[src/rtl/sleep_seq_pkg.sv]
package sleep_seq_pkg;

  localparam int NUM_RAILS = 3;

  typedef enum logic [3:0] {
    ST_OFF, ST_UP, ST_ACTIVE, ST_ACK, ST_DOWN, ST_SLEEP,
    ST_UVWAIT, ST_UVDOWN, ST_UVHOLD
  } seqState_t;

  // strobes from the control FSM to the datapath
  typedef struct packed {
    logic       timerClr;
    logic       stepClr;
    logic       stepInc;
    logic       railWr;
    logic       railVal;
    logic [1:0] railIdx;
  } seqStrobe_t;

  // startup and sleep order: rail2, rail3, rail1 (enable bits 1, 2, 0)
  function automatic logic [1:0] upOrder(input logic [1:0] step);
    case (step)
      2'd0:    return 2'd1;
      2'd1:    return 2'd2;
      default: return 2'd0;
    endcase
  endfunction

  // undervoltage order: rail1, rail3, rail2 (enable bits 0, 2, 1)
  function automatic logic [1:0] uvOrder(input logic [1:0] step);
    case (step)
      2'd0:    return 2'd0;
      2'd1:    return 2'd2;
      default: return 2'd1;
    endcase
  endfunction

endpackage

[src/rtl/sleep_seq_dp.sv]
module sleep_seq_dp
  import sleep_seq_pkg::*;
#(
  parameter int FILT_TICKS = 10000,
  parameter int ACK_TICKS  = 500000,
  parameter int UV_TICKS   = 2000
) (
  input  logic                 clk,
  input  logic                 rstN,
  input  logic                 tick1us,
  input  logic                 sleepReq,
  input  seqStrobe_t           strb,
  output logic                 slpFilt,
  output logic                 slpRise,
  output logic                 ackExpired,
  output logic                 uvExpired,
  output logic [1:0]           step,
  output logic [NUM_RAILS-1:0] railEn
);

  localparam int FW   = $clog2(FILT_TICKS + 1);
  localparam int TMAX = ((ACK_TICKS > UV_TICKS) ? ACK_TICKS : UV_TICKS) + 1;
  localparam int TW   = $clog2(TMAX + 1);

  logic [FW-1:0] filtCnt;
  logic [TW-1:0] timer;

  // sleep request glitch filter: new level must persist FILT_TICKS ticks
  always_ff @(posedge clk) begin
    if (!rstN) begin
      slpFilt <= 1'b1;
      filtCnt <= '0;
      slpRise <= 1'b0;
    end else begin
      slpRise <= 1'b0;
      if (sleepReq == slpFilt) begin
        filtCnt <= '0;
      end else if (tick1us) begin
        if (filtCnt == FW'(FILT_TICKS - 1)) begin
          slpFilt <= sleepReq;
          slpRise <= sleepReq;
          filtCnt <= '0;
        end else begin
          filtCnt <= filtCnt + 1'b1;
        end
      end
    end
  end

  // shared tick timer for the host-ready window and the undervoltage delay
  always_ff @(posedge clk) begin
    if (!rstN) timer <= '0;
    else if (strb.timerClr) timer <= '0;
    else if (tick1us && timer != TW'(TMAX)) timer <= timer + 1'b1;
  end

  assign ackExpired = (timer >= TW'(ACK_TICKS));
  assign uvExpired  = (timer >= TW'(UV_TICKS));

  // sequence step and rail enable register
  always_ff @(posedge clk) begin
    if (!rstN) begin
      step   <= '0;
      railEn <= '0;
    end else begin
      if (strb.stepClr) step <= '0;
      else if (strb.stepInc) step <= step + 1'b1;
      for (int i = 0; i < NUM_RAILS; i++)
        if (strb.railWr && strb.railIdx == 2'(i)) railEn[i] <= strb.railVal;
    end
  end

endmodule

[src/rtl/sleep_seq_ctrl.sv]
module sleep_seq_ctrl
  import sleep_seq_pkg::*;
(
  input  logic                 clk,
  input  logic                 rstN,
  input  logic                 underVolt,
  input  logic                 hostReady,
  input  logic [NUM_RAILS-1:0] railUp,
  input  logic                 slpFilt,
  input  logic                 slpRise,
  input  logic                 ackExpired,
  input  logic                 uvExpired,
  input  logic [1:0]           step,
  output seqStrobe_t           strb,
  output logic                 porN,
  output logic                 slpAck,
  output logic                 wakeFlag
);

  seqState_t st, stNxt;
  logic porNxt, ackNxt, wakeNxt;
  logic [1:0] upIdx, uvIdx, upNext, uvNext;

  assign upIdx  = upOrder(step);
  assign uvIdx  = uvOrder(step);
  assign upNext = upOrder(step + 2'd1);
  assign uvNext = uvOrder(step + 2'd1);

  always_comb begin
    stNxt   = st;
    porNxt  = porN;
    ackNxt  = slpAck;
    wakeNxt = wakeFlag;
    strb    = '0;
    if (underVolt && st inside {ST_UP, ST_ACTIVE, ST_ACK, ST_DOWN, ST_SLEEP}) begin
      stNxt         = ST_UVWAIT;
      porNxt        = 1'b0;
      ackNxt        = 1'b0;
      wakeNxt       = 1'b0;
      strb.timerClr = 1'b1;
    end else begin
      case (st)
        ST_OFF: if (!underVolt && !slpFilt) begin
          stNxt        = ST_UP;
          strb.stepClr = 1'b1;
          strb.railWr  = 1'b1;
          strb.railVal = 1'b1;
          strb.railIdx = upOrder(2'd0);
        end
        ST_UP: if (railUp[upIdx]) begin
          if (step == 2'd2) begin
            stNxt  = ST_ACTIVE;
            porNxt = 1'b1;
          end else begin
            strb.stepInc = 1'b1;
            strb.railWr  = 1'b1;
            strb.railVal = 1'b1;
            strb.railIdx = upNext;
          end
        end
        ST_ACTIVE: begin
          if (wakeFlag && hostReady) wakeNxt = 1'b0;
          if (slpRise && hostReady) begin
            stNxt         = ST_ACK;
            ackNxt        = 1'b1;
            strb.timerClr = 1'b1;
          end
        end
        ST_ACK: if (!hostReady || ackExpired) begin
          stNxt        = ST_DOWN;
          porNxt       = 1'b0;
          ackNxt       = 1'b0;
          strb.stepClr = 1'b1;
          strb.railWr  = 1'b1;
          strb.railIdx = upOrder(2'd0);
        end
        ST_DOWN: if (!railUp[upIdx]) begin
          if (step == 2'd2) stNxt = ST_SLEEP;
          else begin
            strb.stepInc = 1'b1;
            strb.railWr  = 1'b1;
            strb.railIdx = upNext;
          end
        end
        ST_SLEEP: if (!slpFilt) begin
          stNxt        = ST_UP;
          wakeNxt      = 1'b1;
          strb.stepClr = 1'b1;
          strb.railWr  = 1'b1;
          strb.railVal = 1'b1;
          strb.railIdx = upOrder(2'd0);
        end
        ST_UVWAIT: if (uvExpired) begin
          stNxt        = ST_UVDOWN;
          strb.stepClr = 1'b1;
          strb.railWr  = 1'b1;
          strb.railIdx = uvOrder(2'd0);
        end
        ST_UVDOWN: if (!railUp[uvIdx]) begin
          if (step == 2'd2) stNxt = ST_UVHOLD;
          else begin
            strb.stepInc = 1'b1;
            strb.railWr  = 1'b1;
            strb.railIdx = uvNext;
          end
        end
        ST_UVHOLD: if (!underVolt) stNxt = ST_OFF;
        default: stNxt = ST_OFF;
      endcase
    end
  end

  always_ff @(posedge clk) begin
    if (!rstN) begin
      st       <= ST_OFF;
      porN     <= 1'b0;
      slpAck   <= 1'b0;
      wakeFlag <= 1'b0;
    end else begin
      st       <= stNxt;
      porN     <= porNxt;
      slpAck   <= ackNxt;
      wakeFlag <= wakeNxt;
    end
  end

endmodule

[src/rtl/sleep_handshake_seq.sv]
module sleep_handshake_seq
  import sleep_seq_pkg::*;
#(
  parameter int FILT_TICKS = 10000,
  parameter int ACK_TICKS  = 500000,
  parameter int UV_TICKS   = 2000
) (
  input  logic       clk,
  input  logic       rstN,
  input  logic       tick1us,
  input  logic       sleepReq,
  input  logic       hostReady,
  input  logic [2:0] railUp,
  input  logic       underVolt,
  output logic [2:0] railEn,
  output logic       porN,
  output logic       slpAck,
  output logic       wakeFlag
);

  seqStrobe_t strb;
  logic slpFilt, slpRise, ackExpired, uvExpired;
  logic [1:0] step;

  sleep_seq_dp #(
    .FILT_TICKS(FILT_TICKS), .ACK_TICKS(ACK_TICKS), .UV_TICKS(UV_TICKS)
  ) dp_i (
    .clk(clk), .rstN(rstN), .tick1us(tick1us), .sleepReq(sleepReq),
    .strb(strb), .slpFilt(slpFilt), .slpRise(slpRise),
    .ackExpired(ackExpired), .uvExpired(uvExpired), .step(step),
    .railEn(railEn)
  );

  sleep_seq_ctrl ctrl_i (
    .clk(clk), .rstN(rstN), .underVolt(underVolt), .hostReady(hostReady),
    .railUp(railUp), .slpFilt(slpFilt), .slpRise(slpRise),
    .ackExpired(ackExpired), .uvExpired(uvExpired), .step(step),
    .strb(strb), .porN(porN), .slpAck(slpAck), .wakeFlag(wakeFlag)
  );

endmodule

[config.mk]
export PLATFORM = sky130hd
export DESIGN_NAME = sleep_handshake_seq
export DESIGN_NICKNAME = d
export VERILOG_FILES = /design/src/rtl/sleep_seq_pkg.sv /design/src/rtl/sleep_seq_dp.sv /design/src/rtl/sleep_seq_ctrl.sv /design/src/rtl/sleep_handshake_seq.sv
export SDC_FILE = /design/constraint.sdc
export NUM_CORES = 1
export LEC_CHECK = 0
export BUFFER_PORTS_ARGS = -buffer_cell sky130_fd_sc_hd__buf_4
export CAP_MARGIN = 20
export CORE_AREA = 2 2 89 74
export CTS_CLUSTER_DIAMETER = 60
export DETAILED_ROUTE_END_ITERATION = 12
export DIE_AREA = 0 0 91 76
export PLACE_DENSITY = 0.68
export SYNTH_ARGS = -nofsm -noshare
export SYNTH_HDL_FRONTEND = slang
export SYNTH_SLANG_ARGS = --single-unit
[constraint.sdc]
create_clock -name clk -period 8 [get_ports clk]
set_clock_uncertainty 0.05 [all_clocks]
set_input_delay 0.4 -clock clk [delete_from_list [all_inputs] [get_ports clk]]
set_output_delay 0.4 -clock clk [all_outputs]
set_load 0.05 [all_outputs]
; After elaboration in Yosys (flattened, before gate mapping)
; Cells that the tools add are included.
[word_totals]
ff_bits = 47
latch_bits = 0
ramBits = 0
rom_bits = 0
in_bits = 9
output_inout_bits = 6
word_cells = 153
n_memories = 0
[classes]
add_sub_neg = 3
mul = 0
div_mod_pow = 0
n_lt_le_gt_ge = 4
eq_ne = 41
n_shift = 0
mux = 57
bitwise_logic = 4
reduce_logical = 31
[op_table]
columns = operator, count
row1 = $mux W4, 14
row2 = $pmux W4 S9, 1
row3 = $reduce_and A12 Y1, 2
row4 = $ne A3 B3 Y1 const B, 7
row5 = $ne A2 B2 Y1 const B, 10
row6 = $add A19 B1 Y19 const B, 1
row7 = $ge A19 B11 Y1 const B, 1
row8 = $ge A19 B19 Y1 const B, 1
row9 = $ne A19 B19 Y1 const B, 1
row10 = $eq A4 B3 Y1 const B, 4
row11 = $mux W1, 16
row12 = $pmux W2 S2, 4
row13 = $add A14 B1 Y14 const B, 1
row14 = $eq A14 B14 Y1 const B, 1
row15 = $mux W14, 1
row16 = $mux W2, 7
row17 = $pmux W2 S6, 1
row18 = $mux W5, 2
row19 = $ne A3 B1 Y1 const B, 3
row20 = $reduce_and A3 Y1, 3
row21 = $eq A4 B2 Y1 const B, 2
row22 = $logic_and A1 B1 Y1, 8
row23 = $reduce_or A2 Y1, 4
row24 = $pmux W1 S7, 1
row25 = other kinds (24), 44

; Depth between registers and ports, before layout
; Gate-level depths: netlist of run 1.
[depth]
word_depth = 9
ltp_mapped = 11

; Hierarchy
; A second synthesis of run 1 with hierarchy kept.
[unflattened]
hier_cells = 329
hier_area_um2 = 2715.1
[modules_own_cells]
columns = module, n_inst, cells_each, area_per_inst_um2, seq_area_each_um2
row1 = sleep_seq_dp, 1, 216, 1850.5, 800.8
row2 = sleep_seq_ctrl, 1, 113, 864.6, 140.1

; Worst setup path after synthesis of run 1
; Ideal clock, no wire load.
[synth_timing]
path_kind = register -> register
from = register dp_i.step[0]
to = register ctrl_i.st[1]
setup_ns = 0.120
arrival_ns = 2.487
required_ns = 7.830
setup_slack_ns = 5.343
path_stages_with_launch = 11
n_path_buf = 1
cell_sequence = dfxtp_1 -> inv_1 -> ha_1 -> nor2_1 -> mux2_2 -> o211ai_1 -> o2111ai_1 -> or4_1 -> buf_2 -> o21a_1 -> o31a_1
[synth_via]
elab_chain_cells = 6
word_cells_on_any_way = 16
[synth_rtl]
columns = item, line
row1 = start: declaration, sleep_seq_dp.sv:17  ; output logic [1:0] step,
row2 = start signal: assignment, sleep_seq_dp.sv:67  ; else if (strb.stepInc) step <= step + 1'b1;
row3 = $eq A2 B1 Y1 / $logic_not A2 Y1 (equally long branches), "sleep_seq_pkg.sv:22, sleep_seq_pkg.sv:31"
row4 = $pmux W2 S2 (on tied branches), "sleep_seq_pkg.sv:22, sleep_seq_pkg.sv:31"
row5 = $bmux W1 S2 (on tied branches), "sleep_seq_ctrl.sv:50, sleep_seq_ctrl.sv:77, sleep_seq_ctrl.sv:99"
row6 = $mux W1 (on tied branches), "sleep_seq_ctrl.sv:50, sleep_seq_ctrl.sv:77, sleep_seq_ctrl.sv:99"
row7 = $ne A3 B3 Y1 (no line) / $ne A3 B2 Y1 (equally long branches), n/a
row8 = $reduce_and A12 Y1 (no line) *, n/a
row9 = end signal: assignment, sleep_seq_ctrl.sv:120  ; st <= stNxt;
row10 = end: declaration, sleep_seq_ctrl.sv:20  ; seqState_t st, stNxt;
; Mark *: on every way between the ends. The rest lies on a longest branch, timed or not. The select of a mux whose other input is x is not followed.
; A chain may end at the register's enable or synchronous reset.

; Worst setup path after layout of run 1
[layout_timing]
from = register dp_i.step[1]
to = register dp_i.railEn[0]
[layout_via]
elab_chain_cells = 9
word_cells_on_any_way = 29
[layout_rtl]
columns = item, line
row1 = "$add A2 B1 Y2, or another cell as far along", "sleep_seq_ctrl.sv:26, sleep_seq_ctrl.sv:27"
row2 = "$eq A2 B1 Y1, or another cell as far along", "sleep_seq_pkg.sv:22, sleep_seq_pkg.sv:31"
row3 = "$pmux W2 S2, or another cell as far along", sleep_seq_pkg.sv:31  ; case (step)
row4 = "$mux W2, or another cell as far along", sleep_seq_ctrl.sv:100  ; if (step == 2'd2) stNxt = ST_UVHOLD;
row5 = "$mux W2, or another cell as far along", sleep_seq_ctrl.sv:99  ; ST_UVDOWN: if (!railUp[uvIdx]) begin
row6 = $pmux W2 S6, sleep_seq_ctrl.sv:42  ; case (st)
row7 = $mux W6 *, sleep_seq_ctrl.sv:35  ; if (underVolt && st inside {ST_UP, ST_ACTIVE, ST_ACK, ST_DOWN, ST_SLEEP}) begin
row8 = $logic_not A2 Y1, sleep_seq_dp.sv:69  ; if (strb.railWr && strb.railIdx == 2'(i)) railEn[i] <= strb.railVal;
row9 = $logic_and A1 B1 Y1, sleep_seq_dp.sv:69
row10 = end signal: indexed assignment, sleep_seq_dp.sv:69
row11 = end: declaration, sleep_seq_dp.sv:18  ; output logic [NUM_RAILS-1:0] railEn
; Marks and branches as above.

==> results of run 1 <==
critical path, stage by stage (launching register included):
cell and delay (ps):
dfxtp_1 380, inv_1 100, ha_1 290, and3b_1 220
o21bai_1 240, o32ai_1 580, a211oi_1 230, nor4b_1 460
mux2i_1 240
power by group through the flow:
stage	clock [W]	sequential [W]	combinational, W
finish	0.000201	0.000275	0.000197
global route	0.000217	0.000278	0.000222
CTS	0.000207	0.000274	0.000192
detailed placement	0	0.000280	0.000189
global placement	0	0.000279	0.000189
floorplan	0	0.000262	0.000171
final cells by class:
cell class                      count  area share, %
Tap cell                           84           3.57
Multi-Input combinational cell    259           54.5
Clock inverter                      2           2.04
Inverter                           14           1.78
Clock buffer                        6           2.46
Timing Repair Buffer               15           3.74
Sequential cell                    47           31.9
worst min-delay path by stage:
| stage | slack [ps] | end | start | cells past startpoint |
|---|---|---|---|---|
| 2_1_floorplan | 420 | dp_i.filtCnt[13]$_SDFFE_PP0P_ | dp_i.filtCnt[13]$_SDFFE_PP0P_ | 2 |
| 3_3_place_gp | 410 | dp_i.railEn[2]$_SDFFE_PN0P_ | dp_i.railEn[2]$_SDFFE_PN0P_ | 2 |
| 3_5_place_dp | 400 | dp_i.railEn[1]$_SDFFE_PN0P_ | dp_i.railEn[1]$_SDFFE_PN0P_ | 2 |
| 4_1_cts | 300 | dp_i.slpFilt$_SDFFE_PN1P_ | sleepReq | 3 |
| 5_1_grt | 330 | dp_i.slpRise$_SDFF_PP0_ | sleepReq | 3 |
| 6_report | 310 | dp_i.slpFilt$_SDFFE_PN1P_ | sleepReq | 3 |
registers in the layout, indices dropped and copies added (netlist names):
signal,count
dp_i.slpFilt,1
dp_i.filtCnt,14
dp_i.railEn,3
ctrl_i.porN,1
ctrl_i.wakeFlag,1
dp_i.step,2
dp_i.timer,19
ctrl_i.slpAck,1
dp_i.slpRise,1
ctrl_i.st,4
layout by cell type, fill, tap and decap left out, types with 5 or more instances in the layout:
master / instances
a21oi_1: 11
a31oi_1: 5
and3_1: 5
buf_4: 14
clkbuf_8: 5
dfxtp_1: 47
ha_1: 10
inv_1: 14
mux2i_1: 9
nand2_1: 30
nand2b_1: 7
nand3_1: 19
nand4_1: 10
nor2_1: 52
nor3_1: 11
nor4_1: 6
o21ai_0: 10
or3_1: 6
xnor2_1: 12
xor2_1: 17
metal layers:
| layer | global-route usage (%) | part of all wire, % | vias to the layer above |
|---|---|---|---|
| met4 | 3.79 | 0.69 | 0 |
| met5 | 0 | 0 | - |
| met1 | 24.3 | 50 | 1048 |
| li1 | - | - | 1187 |
| met2 | 24.5 | 43 | 71 |
| met3 | 3.96 | 5.9 | 5 |
kinds of logic (layout without fill, tap and decap cells):
group                    count (synthesis)  count (layout)  share of synthesized area, %
adder cells (fa/ha/maj)                 10              10                          4.70
multiplexers                            11              11                          4.23
buffers and inverters                   30              37                          4.42
XOR/XNOR                                29              29                          9.54
AND/OR/NAND/NOR                        161             161                          29.7
AO/OA/AOI/OAI                           48              48                          12.1
flip-flops                              47              47                          35.3
per-stage QoR:
| step | hold WS [ps] | total power (W) | utilization [%] | setup slack, ps |
|---|---|---|---|---|
| 3_5_place_dp | 403 | 0.000469 | 45.9 | 5160 |
| 4_1_cts | 301 | 0.000673 | 48.1 | 5130 |
| 6_report | 307 | 0.000673 | 48.2 | 5130 |
| 2_1_floorplan | 421 | 0.000433 | - | 5340 |
| 3_3_place_gp | 406 | 0.000467 | 45.9 | 5220 |
| 5_1_grt | 326 | 0.000717 | 48.2 | 4860 |
==> impl_metrics.xml, run 1 <==
<?xml version="1.0" encoding="UTF-8"?>
<metrics>
  <group name="pwr">
    <metric name="cellPowerDensity" unit="nW/um^2">228</metric>
    <metric name="netSwitchingFraction" unit="%">33.4</metric>
    <metric name="internal_power" unit="W">0.000448</metric>
    <metric name="power.switching" unit="W">0.000225</metric>
    <metric name="p_leak" unit="nW">1.05</metric>
    <metric name="p_seq_share" unit="%">40.9</metric>
    <metric name="clock_network_fraction_of_total_power" unit="%">29.8</metric>
    <metric name="peakVddDrop" unit="V">0.0000994</metric>
    <metric name="combinationalPowerShare" unit="%">29.3</metric>
  </group>
  <group name="finish">
    <metric name="multiInputGateArea" unit="sq um">1600</metric>
    <metric name="layout.cells.non_filler" unit="">427</metric>
    <metric name="final_cell_area" unit="sq um">2950</metric>
    <metric name="layout.filler_cells" unit="">620</metric>
    <metric name="antennaDiodeCount" unit="">0</metric>
    <metric name="final_layout_size_suffix_gt1_share" unit="%">7.87</metric>
    <metric name="area_growth" unit="%">10.6</metric>
    <metric name="final_net_count" unit="">361</metric>
    <metric name="regArea" unit="sq um">941</metric>
  </group>
  <group name="floorplan">
    <metric name="placeableCoreArea" unit="sq um">6120</metric>
    <metric name="io-pin-count" unit="">15</metric>
    <metric name="starting_density_of_the_core" unit="%">43.5</metric>
    <metric name="floorplan.die_area" unit="sq um">6920</metric>
    <metric name="die-width" unit="um">91</metric>
    <metric name="std_cell_rows" unit="">26</metric>
    <metric name="die_height" unit="um">76</metric>
  </group>
  <group name="clocking">
    <metric name="clk_root_buffer_cell" unit="">clkbuf_8</metric>
    <metric name="cts_tree" unit="">built</metric>
    <metric name="post_cts_hold_buffer_count" unit="">0</metric>
    <metric name="cts_htree_levels" unit="">2</metric>
    <metric name="cts_buffer_depth" unit="">2</metric>
    <metric name="cts_post_setup_buffers_inserted" unit="">0</metric>
    <metric name="cts-resized-gates" unit="">0</metric>
    <metric name="cts_buffers" unit="">5</metric>
    <metric name="clock_latency" unit="ps">290</metric>
    <metric name="cts_num_sinks" unit="">47</metric>
    <metric name="clkSlewWorstSetupHoldPaths" unit="ps">80</metric>
  </group>
  <group name="logic_synthesis">
    <metric name="syn_area_per_cell" unit="sq um">7.92</metric>
    <metric name="post-synth-top-area-fraction" unit="%">35.3</metric>
    <metric name="yosys_register_bits" unit="">47</metric>
    <metric name="synth_cells" unit="">336</metric>
    <metric name="synthesis.nets" unit="">355</metric>
    <metric name="synth_sequential_area_ratio" unit="%">35.3</metric>
    <metric name="synth_most_common_cell" unit="">nor2_1</metric>
    <metric name="post_synth_main_area_contributors" unit="">dfxtp_1, nor2_1, xor2_1</metric>
    <metric name="synth.yosys.warnings" unit="">0</metric>
    <metric name="mappedNetlistArea" unit="sq um">2660</metric>
    <metric name="synth_flop_cell" unit="">dfxtp_1</metric>
    <metric name="synth_top_area_cell" unit="">dfxtp_1</metric>
    <metric name="synth_cell_types" unit="">45</metric>
    <metric name="synth_edf_count" unit="">0</metric>
    <metric name="synthArstFlopShare" unit="%">0</metric>
    <metric name="synth.top_cells.by_count" unit="">nor2_1, dfxtp_1, nand2_1</metric>
  </group>
  <group name="critical_path">
    <metric name="ff_to_ff_path_depth" unit="">8</metric>
    <metric name="worstPathArrival" unit="ps">3040</metric>
    <metric name="crit_required" unit="ps">8170</metric>
    <metric name="worstSetupStartpointType" unit="">register</metric>
    <metric name="critical_path.startpoint" unit="">dp_i.step[1]$_SDFFE_PP0P_</metric>
    <metric name="critical_path.reg2reg.startpoint" unit="">dp_i.step[1]$_SDFFE_PP0P_</metric>
    <metric name="reg2reg_slack" unit="ps">5130</metric>
    <metric name="critical_path.endpoint_type" unit="">register</metric>
    <metric name="r2r-end" unit="">dp_i.railEn[0]$_SDFFE_PN0P_</metric>
    <metric name="critical_path.max_fanout" unit="">8</metric>
    <metric name="worst-setup-path-type" unit="">register to register</metric>
    <metric name="crit_end" unit="">dp_i.railEn[0]$_SDFFE_PN0P_</metric>
  </group>
  <group name="placement">
    <metric name="dp_hpwl" unit="mm">3.97</metric>
    <metric name="quantity_of_i_o_buffers_inserted_on_ports" unit="">14</metric>
    <metric name="placed_cell_area" unit="sq um">2810</metric>
    <metric name="weighted_congestion_at_the_end_of_routability_driven_global_placement" unit="">0.836</metric>
    <metric name="numPlacedInstances" unit="">418</metric>
  </group>
  <group name="sta">
    <metric name="setup_repair_after_global_routing_missed_its_margin" unit="">false</metric>
    <metric name="timing.final.crit_share" unit="%">35.9</metric>
    <metric name="slew-limit-headroom" unit="%">35.3</metric>
    <metric name="timing.final.setup_violations" unit="">0</metric>
    <metric name="slew_of_the_pin_with_the_lowest_slew_margin" unit="ps">961</metric>
    <metric name="timing_hold_violations_final" unit="">0</metric>
    <metric name="slew_viol_final" unit="">0</metric>
    <metric name="final_period_minus_worst_setup_slack" unit="ps">2870</metric>
    <metric name="fmax" unit="MHz">348</metric>
    <metric name="setup-tns-final" unit="ps">0</metric>
  </group>
  <group name="flow_run">
    <metric name="maxCapViolations" unit="">0</metric>
  </group>
  <group name="route">
    <metric name="drtAntennaViolNets" unit="">0</metric>
    <metric name="dr.pass1.iters" unit="">4</metric>
    <metric name="vias_per_cell" unit="">5.41</metric>
    <metric name="wirelength" unit="mm">5.51</metric>
    <metric name="drc_violations_left" unit="">0</metric>
    <metric name="via_count" unit="">2311</metric>
    <metric name="dr.first_iter.drc_count" unit="">95</metric>
    <metric name="route.detailed.wl_per_inst" unit="um">12.9</metric>
  </group>
  <group name="global_route">
    <metric name="number_of_antenna_violations_at_the_first_check_in_global_routing" unit="">0</metric>
    <metric name="grt_pass1_vias" unit="">2054</metric>
    <metric name="grt_pass1_wl" unit="mm">9.64</metric>
    <metric name="grt_overflow" unit="">0</metric>
    <metric name="grt_start_max_net_pins" unit="">20</metric>
    <metric name="grt_use_total" unit="%">16.5</metric>
  </group>
  <group name="outcome">
    <metric name="run_status" unit="">finished, final reports clean</metric>
  </group>
  <group name="min_path">
    <metric name="timing.hold.worst.class" unit="">primary input to register</metric>
  </group>
</metrics>
Note: power is estimated with default switching activity, not from simulation.
==> run 2, diff against run 1 <==
Settings changed: ABC_AREA from default to 1, CORE_AREA 2 2 89 74 to 2 2 95 78, DIE_AREA 0 0 91 76 to 0 0 97 80, PLACE_DENSITY 0.68 to 0.7.
Clock period 8 ns to 2.5 ns, I/O delays scaled along.
==> run 2 against run 1 <==
  * Sequential share of layout area down 3.1 points
  * Combinational power grew to 4.5 times the previous value
  * First-iteration DRC count grew to 2.7 times the previous value
  * Sequential power grew to 3.1 times the previous value
  * Wire length is 22% higher
  * Critical endpoint is now dp_i.step[0]$_SDFFE_PP0P_
==> impl_metrics.xml, run 2 <==
<?xml version="1.0" encoding="UTF-8"?>
<metrics>
  <group name="clocking">
    <metric name="cts_tree" unit="">built</metric>
    <metric name="clk_root_buffer_cell" unit="">clkbuf_8</metric>
    <metric name="cts-resized-gates" unit="">0</metric>
    <metric name="cts_buffer_depth" unit="">2</metric>
    <metric name="clkSlewWorstSetupHoldPaths" unit="ps">100</metric>
    <metric name="post_cts_hold_buffer_count" unit="">0</metric>
    <metric name="cts_htree_levels" unit="">2</metric>
    <metric name="cts_buffers" unit="">5</metric>
    <metric name="cts_post_setup_buffers_inserted" unit="">0</metric>
    <metric name="clock_latency" unit="ps">310</metric>
    <metric name="cts_num_sinks" unit="">47</metric>
  </group>
  <group name="logic_synthesis">
    <metric name="post_synth_main_area_contributors" unit="">dfxtp_1, nand2_1, nor2_1</metric>
    <metric name="synth.yosys.warnings" unit="">0</metric>
    <metric name="synth_most_common_cell" unit="">nand2_1</metric>
    <metric name="mappedNetlistArea" unit="sq um">2990</metric>
    <metric name="synth_sequential_area_ratio" unit="%">31.5</metric>
    <metric name="syn_area_per_cell" unit="sq um">6.58</metric>
    <metric name="post-synth-top-area-fraction" unit="%">31.5</metric>
    <metric name="synth_cells" unit="">454</metric>
    <metric name="synth_cell_types" unit="">39</metric>
    <metric name="synth_top_area_cell" unit="">dfxtp_1</metric>
    <metric name="synth.top_cells.by_count" unit="">nand2_1, nor2_1, inv_1</metric>
    <metric name="synthArstFlopShare" unit="%">0</metric>
    <metric name="synthesis.nets" unit="">473</metric>
    <metric name="synth_flop_cell" unit="">dfxtp_1</metric>
    <metric name="yosys_register_bits" unit="">47</metric>
    <metric name="synth_edf_count" unit="">0</metric>
  </group>
  <group name="outcome">
    <metric name="run_status" unit="">finished, final reports clean</metric>
  </group>
  <group name="critical_path">
    <metric name="crit_slowest_cell" unit="">dfxtp_1</metric>
    <metric name="critical_path.startpoint" unit="">dp_i.step[0]$_SDFFE_PP0P_</metric>
    <metric name="worst_path_largest_cell_delay" unit="ps">400</metric>
    <metric name="reg2reg_slack" unit="ps">530</metric>
    <metric name="crit_required" unit="ps">2660</metric>
    <metric name="worst-setup-path-type" unit="">register to register</metric>
    <metric name="r2r-end" unit="">dp_i.step[0]$_SDFFE_PP0P_</metric>
    <metric name="critical_path.n_buffers_inverters" unit="">2</metric>
    <metric name="critical_path.endpoint_type" unit="">register</metric>
    <metric name="critical_path.most_common_cell" unit="">nand3_1</metric>
    <metric name="worstPathArrival" unit="ps">2130</metric>
    <metric name="critical_path.max_fanout" unit="">4</metric>
    <metric name="ff_to_ff_path_depth" unit="">11</metric>
    <metric name="worstPathCellList" unit="">inv_1 -&gt; ha_1 -&gt; inv_1 -&gt; nand2_1 -&gt; nand3_1 -&gt; nand3_1 -&gt; nand3_1 -&gt; nand2_1 -&gt; nor2_1 -&gt; xor2_1 -&gt; nor2_1</metric>
    <metric name="critical_path.reg2reg.startpoint" unit="">dp_i.step[0]$_SDFFE_PP0P_</metric>
    <metric name="family_of_cells_with_the_greatest_summed_delay_on_the_critical_path" unit="">simple AND/OR/NAND/NOR gates</metric>
    <metric name="worstSetupStartpointType" unit="">register</metric>
  </group>
  <group name="sta">
    <metric name="slew_of_the_pin_with_the_lowest_slew_margin" unit="ps">481</metric>
    <metric name="slew-limit-headroom" unit="%">67.7</metric>
    <metric name="whs" unit="ps">30.9</metric>
    <metric name="timing.final.setup_violations" unit="">0</metric>
    <metric name="fmax" unit="MHz">506</metric>
    <metric name="postLayoutSetupSlackWorst" unit="ps">525</metric>
    <metric name="timing.final.crit_share" unit="%">79.0</metric>
    <metric name="setup_repair_after_global_routing_missed_its_margin" unit="">false</metric>
    <metric name="timing_hold_violations_final" unit="">0</metric>
    <metric name="setup-tns-final" unit="ps">0</metric>
    <metric name="final_period_minus_worst_setup_slack" unit="ps">1970</metric>
    <metric name="slew_viol_final" unit="">0</metric>
  </group>
  <group name="pwr">
    <metric name="p_leak" unit="nW">1.25</metric>
    <metric name="p_seq_share" unit="%">38.4</metric>
    <metric name="combinationalPowerShare" unit="%">39.7</metric>
    <metric name="power.switching" unit="W">0.000958</metric>
    <metric name="netSwitchingFraction" unit="%">42.6</metric>
    <metric name="clock_network_fraction_of_total_power" unit="%">21.9</metric>
    <metric name="peakVddDrop" unit="V">0.000348</metric>
    <metric name="cellPowerDensity" unit="nW/um^2">690</metric>
    <metric name="internal_power" unit="W">0.00129</metric>
  </group>
  <group name="route">
    <metric name="drc_violations_left" unit="">0</metric>
    <metric name="route.detailed.wl_per_inst" unit="um">12.0</metric>
    <metric name="via_count" unit="">2876</metric>
    <metric name="dr.pass1.iters" unit="">5</metric>
    <metric name="wirelength" unit="mm">6.71</metric>
    <metric name="vias_per_cell" unit="">5.16</metric>
    <metric name="drtAntennaViolNets" unit="">0</metric>
    <metric name="dr.first_iter.drc_count" unit="">261</metric>
  </group>
  <group name="placement">
    <metric name="quantity_of_i_o_buffers_inserted_on_ports" unit="">14</metric>
    <metric name="weighted_congestion_at_the_end_of_routability_driven_global_placement" unit="">0.897</metric>
    <metric name="dp_hpwl" unit="mm">5.18</metric>
    <metric name="numPlacedInstances" unit="">549</metric>
    <metric name="detailedPlace.worstSlack" unit="ps">544</metric>
  </group>
  <group name="floorplan">
    <metric name="die_height" unit="um">80</metric>
    <metric name="die-width" unit="um">97</metric>
    <metric name="floorplan.die_area" unit="sq um">7760</metric>
    <metric name="placeableCoreArea" unit="sq um">6790</metric>
    <metric name="io-pin-count" unit="">15</metric>
    <metric name="starting_density_of_the_core" unit="%">44.0</metric>
    <metric name="std_cell_rows" unit="">27</metric>
  </group>
  <group name="finish">
    <metric name="registers.top_by_ff_count" unit="">dp_i.timer</metric>
    <metric name="area_growth" unit="%">9.00</metric>
    <metric name="most_common_cell_after_layout_fill_and_taps_aside" unit="">nand2_1</metric>
    <metric name="antennaDiodeCount" unit="">0</metric>
    <metric name="largest_reg_flops" unit="">19</metric>
    <metric name="final_layout_size_suffix_gt1_share" unit="%">12.8</metric>
    <metric name="final_net_count" unit="">488</metric>
    <metric name="reg.largest.list" unit="">dp_i.timer: 19 flops, dp_i.filtCnt: 14 flops, ctrl_i.st: 4 flops</metric>
    <metric name="layout.cells.non_filler" unit="">557</metric>
    <metric name="commonest_cells_after_routing_fill_and_taps_aside" unit="">nand2_1, nor2_1, inv_1</metric>
  </group>
  <group name="min_path">
    <metric name="timing.hold.worst.class" unit="">primary input to register</metric>
    <metric name="hp-start" unit="">rstN</metric>
    <metric name="min_to" unit="">dp_i.slpFilt$_SDFFE_PN1P_</metric>
    <metric name="hold-path-cell-count" unit="">2</metric>
  </group>
  <group name="global_route">
    <metric name="grt_pass1_wl" unit="mm">11.6</metric>
    <metric name="grt_start_max_net_pins" unit="">18</metric>
    <metric name="grt_use_total" unit="%">17.9</metric>
    <metric name="grt_pass1_vias" unit="">2610</metric>
    <metric name="grt_overflow" unit="">0</metric>
    <metric name="number_of_antenna_violations_at_the_first_check_in_global_routing" unit="">0</metric>
  </group>
  <group name="flow_run">
    <metric name="maxCapViolations" unit="">0</metric>
  </group>
</metrics>
run 2: changes by cell type after synthesis, sizes merged, moves of 7 or more:
cell and delta:
a21oi +20, clkbuf -11, inv +46, mux2i -9, nand2 +80, nand2b -7
nand3 +15, nor2 +17, nor3 +8, xnor2 -10
run 2: power by group through the flow:
stage | clock network [W] | registers (W) | logic (W)
finish | 0.000492 | 0.000863 | 0.000892
floorplan | 0 | 0.000893 | 0.000686
global route | 0.000540 | 0.000871 | 0.00101
detailed placement | 0 | 0.000879 | 0.000878
global placement | 0 | 0.000877 | 0.000853
CTS | 0.000512 | 0.000862 | 0.000883
run 2: final cells by class:
type / count / area [sq um]
fill: 691 / 3530
multi-input combinational: 338 / 1760
sequential: 47 / 941
inverter: 61 / 231
timing repair buffer: 16 / 120
tap: 87 / 109
clock buffer: 5 / 68.8
clock inverter: 3 / 25.0
run 2: worst max path at each step:
stage | to | cells after the start
floorplan | dp_i.railEn[2]$_SDFFE_PN0P_ | 14
global placement | dp_i.railEn[1]$_SDFFE_PN0P_ | 14
detailed placement | dp_i.step[0]$_SDFFE_PP0P_ | 11
CTS | dp_i.step[0]$_SDFFE_PP0P_ | 11
global route | dp_i.railEn[2]$_SDFFE_PN0P_ | 14
finish | dp_i.step[0]$_SDFFE_PP0P_ | 11
run 2: metal layers:
| layer | track usage, % | vias to the layer above | wire length (um) |
|---|---|---|---|
| li1 | - | 1501 | - |
| met1 | 25.4 | 1291 | 3400 |
| met2 | 27.4 | 73 | 2850 |
| met3 | 3.42 | 11 | 364 |
| met4 | 5.49 | 0 | 95 |
| met5 | 0 | - | 0 |
run 2: stage by stage:
stage / total power, W / cell area (sq um) / util (%)
floorplan: 0.00158 / 2990 / -
global placement: 0.00173 / 3160 / 46.6
detailed placement: 0.00176 / 3160 / 46.6
CTS: 0.00226 / 3260 / 48.0
global route: 0.00242 / 3260 / 48.0
finish: 0.00225 / 3260 / 48.0
run 2: logic make-up after synthesis:
| family | after synthesis | share of synthesized area, % |
|---|---|---|
| XOR/XNOR | 13 | 3.81 |
| adder cells (fa/ha/maj) | 10 | 4.19 |
| buffers and inverters | 69 | 9.55 |
| AO/OA/AOI/OAI | 53 | 9.84 |
| AND/OR/NAND/NOR | 262 | 41.1 |
| flip-flops | 47 | 31.5 |
==> run 3, diff against run 2 <==
Settings changed: ABC_AREA 1 to 0, CORE_AREA 2 2 95 78 to 2 2 89 74, DIE_AREA 0 0 97 80 to 0 0 91 76, PLACE_DENSITY 0.7 to 0.68.
Clock period 2.5 ns to 1.87 ns, I/O delays scaled along.
==> run 3 against run 2 <==
  * Critical endpoint is now ctrl_i.st[1]$_SDFFE_PN0P_
  * Setup slack got worse by 1100 ps
  * Count of clock-buffer cells in the layout unchanged
  * The flow now finishes with violations (setup timing)
  * Sequential cell count unchanged
  * Clock power increased by 34%
  * Largest cell class unchanged
  * Sequential share of layout area decreased by 4.6 points
==> impl_metrics.xml, run 3 (synthesized netlist as in run 1, its figures left out) <==
<?xml version="1.0" encoding="UTF-8"?>
<metrics>
  <group name="floorplan">
    <metric name="io-pin-count" unit="">15</metric>
    <metric name="floorplan.die_area" unit="sq um">6920</metric>
    <metric name="placeableCoreArea" unit="sq um">6120</metric>
    <metric name="die-width" unit="um">91</metric>
    <metric name="std_cell_rows" unit="">26</metric>
    <metric name="starting_density_of_the_core" unit="%">43.5</metric>
    <metric name="die_height" unit="um">76</metric>
  </group>
  <group name="clocking">
    <metric name="cts_num_sinks" unit="">47</metric>
    <metric name="cts_buffers" unit="">5</metric>
    <metric name="clk_root_buffer_cell" unit="">clkbuf_8</metric>
    <metric name="cts_tree" unit="">built</metric>
    <metric name="clock_latency" unit="ps">310</metric>
    <metric name="clkSlewWorstSetupHoldPaths" unit="ps">100</metric>
    <metric name="cts_htree_levels" unit="">2</metric>
    <metric name="cts_buffer_depth" unit="">2</metric>
  </group>
  <group name="finish">
    <metric name="final_net_count" unit="">446</metric>
    <metric name="antennaDiodeCount" unit="">0</metric>
    <metric name="registers.top_by_ff_count" unit="">dp_i.timer</metric>
    <metric name="finalCoreUtilization" unit="%">64.7</metric>
    <metric name="final_layout_size_suffix_gt1_share" unit="%">39.5</metric>
    <metric name="final_cell_area" unit="sq um">3960</metric>
    <metric name="most_common_cell_after_layout_fill_and_taps_aside" unit="">buf_4</metric>
    <metric name="area_growth" unit="%">48.5</metric>
    <metric name="commonest_cells_after_routing_fill_and_taps_aside" unit="">buf_4, nor2_1, dfxtp_1</metric>
    <metric name="reg.largest.list" unit="">dp_i.timer: 19 flops, dp_i.filtCnt: 14 flops, ctrl_i.st: 4 flops</metric>
    <metric name="largest_reg_flops" unit="">19</metric>
  </group>
  <group name="sta">
    <metric name="slew-limit-headroom" unit="%">73.2</metric>
    <metric name="fmax" unit="MHz">405</metric>
    <metric name="setup_repair_after_global_routing_missed_its_margin" unit="">true</metric>
    <metric name="postLayoutSetupSlackWorst" unit="ps">-600</metric>
    <metric name="timing.final.crit_share" unit="%">132</metric>
    <metric name="final_period_minus_worst_setup_slack" unit="ps">2470</metric>
    <metric name="timing_hold_violations_final" unit="">0</metric>
    <metric name="timing.final.setup_violations" unit="">27</metric>
    <metric name="slew_of_the_pin_with_the_lowest_slew_margin" unit="ps">399</metric>
    <metric name="slew_viol_final" unit="">0</metric>
  </group>
  <group name="placement">
    <metric name="placed_cell_area" unit="sq um">3490</metric>
    <metric name="dp_hpwl" unit="mm">4.97</metric>
    <metric name="quantity_of_i_o_buffers_inserted_on_ports" unit="">14</metric>
    <metric name="detailedPlace.worstSlack" unit="ps">-693</metric>
    <metric name="weighted_congestion_at_the_end_of_routability_driven_global_placement" unit="">0.898</metric>
  </group>
  <group name="global_route">
    <metric name="grt_overflow" unit="">0</metric>
    <metric name="number_of_antenna_violations_at_the_first_check_in_global_routing" unit="">0</metric>
    <metric name="grt_pass1_wl" unit="mm">11.9</metric>
    <metric name="grt_pass1_vias" unit="">2645</metric>
    <metric name="grt_use_total" unit="%">20.8</metric>
    <metric name="grt_start_max_net_pins" unit="">18</metric>
  </group>
  <group name="min_path">
    <metric name="timing.hold.worst.class" unit="">primary input to register</metric>
  </group>
  <group name="outcome">
    <metric name="failed_checks" unit="">setup timing</metric>
    <metric name="run_status" unit="">complete, but fails checks</metric>
  </group>
  <group name="critical_path">
    <metric name="worst-setup-path-type" unit="">register to register</metric>
    <metric name="critical_path.endpoint_type" unit="">register</metric>
    <metric name="worstPathArrival" unit="ps">2630</metric>
    <metric name="critical_path.max_fanout" unit="">5</metric>
    <metric name="crit_required" unit="ps">2030</metric>
    <metric name="worstSetupStartpointType" unit="">register</metric>
  </group>
  <group name="route">
    <metric name="vias_per_cell" unit="">5.25</metric>
    <metric name="dr.pass1.iters" unit="">4</metric>
    <metric name="wirelength" unit="mm">7.16</metric>
    <metric name="via_count" unit="">2689</metric>
    <metric name="route.detailed.wl_per_inst" unit="um">14.0</metric>
    <metric name="drtAntennaViolNets" unit="">0</metric>
    <metric name="drc_violations_left" unit="">0</metric>
    <metric name="dr.first_iter.drc_count" unit="">138</metric>
  </group>
  <group name="pwr">
    <metric name="p_leak" unit="nW">1.53</metric>
    <metric name="peakVddDrop" unit="V">0.000493</metric>
    <metric name="cellPowerDensity" unit="nW/um^2">888</metric>
  </group>
  <group name="flow_run">
    <metric name="maxCapViolations" unit="">0</metric>
  </group>
</metrics>
run 3: cell types whose count changed in the layout (fill, tap and decap cells not counted), moves of 9 or more:
| cell | delta |
|---|---|
| dfxtp_1 | -11 |
| inv_1 | -39 |
| o21ai_0 | -9 |
| nor2_1 | -14 |
| buf_4 | +74 |
| nand3_1 | -16 |
| nand2_1 | -76 |
| dfxtp_2 | +9 |
| a21oi_1 | -18 |
run 3: cell type report:
type	count	area, sq um
fillers	528	2160
multi-input cells	261	1970
flip-flops and latches	47	960
repair buffers	98	763
well taps	84	105
clock buffers	5	68.8
inverters	14	57.6
clock inverters	3	26.3
run 3: worst paths after layout:
kind,from,endpoint,slack [ps],cells after the start
max reg2reg,dp_i.step[1]$_SDFFE_PP0P_,ctrl_i.st[1]$_SDFFE_PN0P_,-600,9
max,dp_i.step[1]$_SDFFE_PP0P_,ctrl_i.st[1]$_SDFFE_PN0P_,-600,9
min,tick1us,dp_i.filtCnt[0]$_SDFFE_PP0P_,40,3
min reg2reg,dp_i.railEn[0]$_SDFFE_PN0P_,dp_i.railEn[0]$_SDFFE_PN0P_,420,2
run 3: power by group:
part | leakage [nW] | internal [W] | switching, W
combinational | 1.09 | 0.000877 | 0.000843
clock | 0.0491 | 0.000276 | 0.000384
sequential | 0.385 | 0.00106 | 0.0000716
total | 1.53 | 0.00221 | 0.00130
run 3: critical path, stage by stage, from the launching register on:
cell	delay, ps
dfxtp_2	360
inv_4	60
ha_4	160
nor2_4	110
mux2_4	300
o211ai_1	200
o2111ai_1	150
or4_4	570
o21a_1	190
o31a_1	230
run 3: timing repair:
item	in CTS	in global routing
setup endpoints to repair	29	32
gates cloned	1	1
pin swaps	27	12
hold endpoints to repair	2	0
buffers inserted	5	2
hold buffers	2	0
gates resized for setup	33	25
run 3: per-layer routing:
layer  track usage [%]  part of all wire [%]  up-vias
li1                  -                     -     1364
met1              26.9                    46     1277
met2              35.9                    49       43
met3              3.86                   4.3        5
met4              5.15                  0.73        0
met5                 0                     0        -
run 3: metrics by stage:
stage	power [W]	hold WS (ps)	TNS, ps	std cells
after global placement	0.00250	291	-8490	493
after global routing	0.00372	50.6	-9130	512
final	0.00351	36.0	-6080	512
after CTS	0.00341	38.1	-5930	509
after detailed placement	0.00253	295	-9580	493
after floorplan	0.00192	162	-5540	336
